## src/rtl/tdma_arb_pkg.sv

```systemverilog
package tdma_arb_pkg;
    typedef enum logic [0:0] {
        ST_IDLE = 1'b0,
        ST_RUN  = 1'b1
    } arb_state_e;
endpackage

```

## src/rtl/tdma_sched_table.sv

```systemverilog
module tdma_sched_table #(
    parameter int SCHED_LEN = 6,
    parameter int NUM_CORES = 4,
    parameter int IDX_W     = 3,
    parameter int CID_W     = 2
) (
    input  logic             clk,
    input  logic             rst_n,
    input  logic             lock,
    input  logic             wr_en,
    input  logic [IDX_W-1:0] wr_idx,
    input  logic [CID_W-1:0] wr_core,
    input  logic [IDX_W-1:0] rd_idx,
    output logic [CID_W-1:0] rd_core
);
    logic [SCHED_LEN-1:0][CID_W-1:0] mem_q;
    logic                            wr_ok;

    assign wr_ok = wr_en && !lock &&
                   ({{(32-IDX_W){1'b0}}, wr_idx} < 32'(SCHED_LEN));

    always_ff @(posedge clk or negedge rst_n) begin
        if (!rst_n) begin
            for (int i = 0; i < SCHED_LEN; i++) begin
                mem_q[i] <= CID_W'(i % NUM_CORES);
            end
        end else if (wr_ok) begin
            mem_q[wr_idx] <= wr_core;
        end
    end

    assign rd_core = mem_q[rd_idx];

    // table contents frozen while the schedule runs
    a_r3_locked_table: assert property (@(posedge clk) disable iff (!rst_n)
        (lock && wr_en) |=> (mem_q == $past(mem_q)));
endmodule

```

## src/rtl/tdma_slot_timer.sv

```systemverilog
module tdma_slot_timer #(
    parameter int SCHED_LEN   = 6,
    parameter int SLOT_CYCLES = 3,
    parameter int IDX_W       = 3
) (
    input  logic             clk,
    input  logic             rst_n,
    input  logic             clr,
    output logic [IDX_W-1:0] idx,
    output logic             slot_end
);
    localparam int CNT_W = (SLOT_CYCLES > 1) ? $clog2(SLOT_CYCLES) : 1;
    localparam logic [CNT_W-1:0] CNT_LAST = CNT_W'(SLOT_CYCLES - 1);
    localparam logic [IDX_W-1:0] IDX_LAST = IDX_W'(SCHED_LEN - 1);

    logic [CNT_W-1:0] cnt_q;
    logic [IDX_W-1:0] idx_q;

    assign slot_end = (cnt_q == CNT_LAST);

    always_ff @(posedge clk or negedge rst_n) begin
        if (!rst_n) begin
            cnt_q <= '0;
            idx_q <= '0;
        end else if (clr) begin
            cnt_q <= '0;
            idx_q <= '0;
        end else if (slot_end) begin
            cnt_q <= '0;
            idx_q <= (idx_q == IDX_LAST) ? '0 : idx_q + 1'b1;
        end else begin
            cnt_q <= cnt_q + 1'b1;
        end
    end

    assign idx = idx_q;

    // index holds inside a slot
    a_r5_hold_in_slot: assert property (@(posedge clk) disable iff (!rst_n)
        (!clr && !slot_end) |=> $stable(idx));
    // index steps by one at slot end
    a_r5_step_at_end: assert property (@(posedge clk) disable iff (!rst_n)
        (!clr && slot_end && idx != IDX_LAST) |=> (idx == $past(idx) + 1'b1));
    // schedule wraps to entry zero
    a_r6_wrap_to_zero: assert property (@(posedge clk) disable iff (!rst_n)
        (!clr && slot_end && idx == IDX_LAST) |=> (idx == '0));
endmodule

```

## src/rtl/tdma_bus_arbiter.sv

```systemverilog
module tdma_bus_arbiter
    import tdma_arb_pkg::*;
#(
    parameter int NUM_CORES   = 4,
    parameter int SCHED_LEN   = 6,
    parameter int SLOT_CYCLES = 3,
    localparam int IDX_W = (SCHED_LEN > 1) ? $clog2(SCHED_LEN) : 1,
    localparam int CID_W = (NUM_CORES > 1) ? $clog2(NUM_CORES) : 1
) (
    input  logic                 clk,
    input  logic                 rst_n,
    input  logic                 run_en,
    input  logic                 tbl_we,
    input  logic [IDX_W-1:0]     tbl_idx,
    input  logic [CID_W-1:0]     tbl_core,
    input  logic [NUM_CORES-1:0] req,
    output logic [NUM_CORES-1:0] grant,
    output logic [IDX_W-1:0]     slot_idx
);
    arb_state_e       state_q, state_d;
    logic             running;
    logic             timer_clr;
    logic             slot_end;
    logic [CID_W-1:0] owner;

    always_comb begin
        state_d = state_q;
        unique case (state_q)
            ST_IDLE: if (run_en)  state_d = ST_RUN;   // START
            ST_RUN:  if (!run_en) state_d = ST_IDLE;  // HALT
            default: state_d = ST_IDLE;
        endcase
    end

    always_ff @(posedge clk or negedge rst_n) begin
        if (!rst_n) state_q <= ST_IDLE;
        else        state_q <= state_d;
    end

    assign running   = (state_q == ST_RUN);
    assign timer_clr = !running || !run_en;

    tdma_sched_table #(
        .SCHED_LEN(SCHED_LEN), .NUM_CORES(NUM_CORES),
        .IDX_W(IDX_W), .CID_W(CID_W)
    ) u_table (
        .clk(clk), .rst_n(rst_n), .lock(running),
        .wr_en(tbl_we), .wr_idx(tbl_idx), .wr_core(tbl_core),
        .rd_idx(slot_idx), .rd_core(owner)
    );

    tdma_slot_timer #(
        .SCHED_LEN(SCHED_LEN), .SLOT_CYCLES(SLOT_CYCLES), .IDX_W(IDX_W)
    ) u_timer (
        .clk(clk), .rst_n(rst_n), .clr(timer_clr),
        .idx(slot_idx), .slot_end(slot_end)
    );

    for (genvar c = 0; c < NUM_CORES; c++) begin : g_grant
        assign grant[c] = running && (owner == CID_W'(c)) && req[c];
    end

    // never more than one core on the bus
    a_r7_grant_onehot: assert property (@(posedge clk) disable iff (!rst_n)
        $onehot0(grant));
    // a grant only ever goes to a requester
    a_r8_grant_needs_req: assert property (@(posedge clk) disable iff (!rst_n)
        ((grant & ~req) == '0));
    // halted arbiter is silent and parked at slot zero
    a_r9_idle_quiet: assert property (@(posedge clk) disable iff (!rst_n)
        (!running) |-> (grant == '0 && slot_idx == '0));
    // start puts the schedule at entry zero
    a_r4_start_at_zero: assert property (@(posedge clk) disable iff (!rst_n)
        (!running && run_en) |=> (running && slot_idx == '0));
endmodule

```

## config.mk

```make
export PLATFORM = sky130hd
export DESIGN_NAME = tdma_bus_arbiter
export DESIGN_NICKNAME = d
export VERILOG_FILES = /design/src/rtl/tdma_arb_pkg.sv /design/src/rtl/tdma_sched_table.sv /design/src/rtl/tdma_slot_timer.sv /design/src/rtl/tdma_bus_arbiter.sv
export SDC_FILE = /design/constraint.sdc
export NUM_CORES = 1
export LEC_CHECK = 0
export BUFFER_PORTS_ARGS = -buffer_cell sky130_fd_sc_hd__buf_4
export CAP_MARGIN = 10
export CORE_MARGIN = 2
export CORE_UTILIZATION = 56
export DETAILED_ROUTE_END_ITERATION = 10
export GPL_TIMING_DRIVEN = 0
export HOLD_SLACK_MARGIN = 0.03
export PLACE_DENSITY = 0.9
export SYNTH_ARGS = -nofsm -noshare
export SYNTH_HDL_FRONTEND = slang
export SYNTH_SLANG_ARGS = --single-unit
```

## constraint.sdc

```tcl
create_clock -name clk -period 4.05 [get_ports clk]
set_input_delay 0.405 -clock clk [delete_from_list [all_inputs] [get_ports clk]]
set_output_delay 0.405 -clock clk [all_outputs]
set_load 0.005 [all_outputs]
```

==> results.yml <==
yosys:
  ys_warn_count: 0
  syn-mean-instance-area_sq_um: 11.65
  synth_common_cells: "dfrtp_1, mux2_2, dfstp_2, nand2_1"
  ys_seq_elements: 18
  ys_seq_area_share_pct: 48.41
  synth_cell_types: 30
  synth-edff-count: 0
  synth_flop_cell: "dfrtp_1"
  ys_async_sr_fraction_pct: 100.0
  syn_area_sq_um: 943.4
  synthCells: 81
  netlist.area_leader.share_pct: 34.48
  yosysTopAreaCell: "dfrtp_1"
  syn_nets: 94
  netlist_top_cells_area: "dfrtp_1, mux2_2, dfstp_2"
die:
  core.rowCount: 14
  core_sq_mm: 0.001541
  fp.dieW_um: 45.05
  die_area_sq_mm: 0.002029
  io_pins: 20
  die_h_um: 45.05
  initial_utilization_pct: 61.20
grt:
  antenna_found_initial: 0
  grt_pass1_vias: 675
  grt_first_pass_wirelength_um: 3125
  grt_remaining_overflow: 0
  grt_max_degree: 19
  grt_usage_pct: 22.53
power_and_ir_drop:
  clkPwrFrac_pct: 26.2
  vdd_ir_drop_max_mv: 0.2745
  swShare_pct: 25.43
  p_sw_mw: 0.1100
  pwr-share-comb_pct: 19.7
  internal_power_mw: 0.3226
  p_per_area_mw_per_mm2: 375.5
  p_leak_nw: 0.5029
  p_total_mw: 0.4327
  pwr-share-seq_pct: 54.0
clock_network:
  clk_latency_ps: 300
  cts_root_buf: "clkbuf_4"
  cts_tree: "done"
  cts_buffer_depth: 2
  cts_made_buffers: 3
  htreeDepth: 1
  path_clk_slew_ps: 100
  cts_sinks: 18
timing:
  setup_violations: 0
  fin_tns_setup_ps: 0
  worstMarginPinSlew_ps: 541.9
  slew_headroom_pct: 63.87
  finalMaxSlewViolations: 0
  min_period_ps: 2506
  hold_viol_final: 0
  max_freq_mhz: 399.0
  post-route-period-util_pct: 61.88
  timing.hold.ws_ps: 209.9
  rsz0062_at_grt: "no"
  finalClockSkew_ps: 0.6266
min_path:
  worstHoldStart: "run_en"
  hold_path_class: "in -> reg"
setup_path:
  r2r_setup_slack_ps: 2580
  critPathLaunchType: "flip-flop"
  cp-end-kind: "primary output"
  cp-startpoint: "u_timer.idx[1]"
  r2r_start: "running"
  cp.arrival_ps: 2100
  criticalPathCategory: "reg -> out"
  cp.required_ps: 3640
  path_max_fanout: 9
finish:
  area_delta_synth_final_pct: 22.15
  fillers: 103
  num-nets-final: 119
  antenna_cells: 0
  drive_above_1_share_pct: 42.86
  fin_util_pct: 74.76
detailed_routing:
  via_per_inst: 5.950
  first_iter_violations: 7
  first_pass_iters: 4
  highest_layer: "met4"
  drt-met1-wl_um: 828
  vias: 720
  ant_nets: 0
  wl_um: 1885
  wl_met3_um: 82
  wl_met2_um: 931
  routedWlPerCell_um: 15.58
  drcViolationCount: 0
placed_design:
  port-buffer-count: 19
  hpwl_um: 1438
  routabilityCongestion: 0.7948
status:
  outcome: "finished clean"
run:
  cap_viol_max_count: 0
-- state kept, by name (all words and copies together) (netlist names) --
name           count
u_table.mem_q     12
u_timer.idx        3
u_timer.cnt_q      2
running            1
-- path summary, 6_finish.rpt --
path / endpoint / depth (start not counted)
worst max-delay path: grant[1] / 5
worst min-delay path: running / 1
worst max register to register: u_table.mem_q[11] / 3
worst min register to register: u_timer.cnt_q[1] / 1
max in group asynchronous: u_table.mem_q[6] / 2
min in group asynchronous: u_timer.cnt_q[1] / 2
-- cell usage in the layout (no fill, tap or decap), types with 2 or more instances in the layout --
cell type	Yosys	final
nor3b_1	4	4
a21oi_1	3	3
buf_4	0	19
nand3b_1	4	4
clkbuf_4	0	3
nor2_1	4	4
nand2b_1	4	4
dfstp_2	5	5
nand2_1	5	5
mux2i_1	3	3
inv_1	2	2
nor2b_1	3	3
dfrtp_1	13	13
mux2_2	13	13
-- stage by stage --
step / cells / area, sq um / setup WS [ps]
after detailed placement: 116 / 1106 / 1916
final: 121 / 1152 / 1544
after floorplan: 81 / 943.4 / 2175
after global placement: 116 / 1106 / 1979
after CTS: 121 / 1152 / 1559
after global routing: 121 / 1152 / 1464
-- power groups by stage --
| stage | Sequential, mW | Clock [mW] | Combinational (mW) |
|---|---|---|---|
| 2_1_floorplan | 0.230 | 0 | 0.0561 |
| 3_3_place_gp | 0.234 | 0 | 0.0806 |
| 3_5_place_dp | 0.237 | 0 | 0.0844 |
| 4_1_cts | 0.234 | 0.115 | 0.0861 |
| 5_1_grt | 0.237 | 0.121 | 0.0955 |
| 6_report | 0.234 | 0.113 | 0.0854 |
-- what timing repair did --
item,in CTS,in global routing
gates resized for setup,0,0
setup buffers,0,0
hold buffers,1,0
hold endpoints to repair,13,0
-- worst max-delay path, cell delays in order, from the launching register on --
cell,delay (ps)
dfrtp_1,410
buf_6,150
mux2_1,340
a222oi_1,530
o2111a_1,270
buf_4,110
-- routing by layer --
layer	track usage, %	vias up
met5	0	-
met3	2.800	5
li1	-	344
met2	36.29	23
met4	12.35	0
met1	29.47	348
-- layout make-up --
type | instances | area [sq um] | share of cell area [%]
plain buffers | 2 | 16.27 | 1.412
clock buffers | 4 | 36.28 | 3.149
inverters | 2 | 7.507 | 0.6515
multi-input cells | 59 | 462.9 | 40.17
flip-flops and latches | 18 | 456.7 | 39.63
well taps | 16 | 20.02 | 1.737
repair buffers | 20 | 152.6 | 13.25
-- kinds of logic after synthesis --
| logic type | after synthesis | share of synthesized area, % |
|---|---|---|
| compound gates | 10 | 7.692 |
| xor+xnor | 1 | 0.9286 |
| buf+inv | 4 | 2.520 |
| flops | 18 | 48.41 |
| mux | 18 | 21.48 |
| simple gates | 30 | 18.97 |
Note: power is estimated with default switching activity, not from simulation.
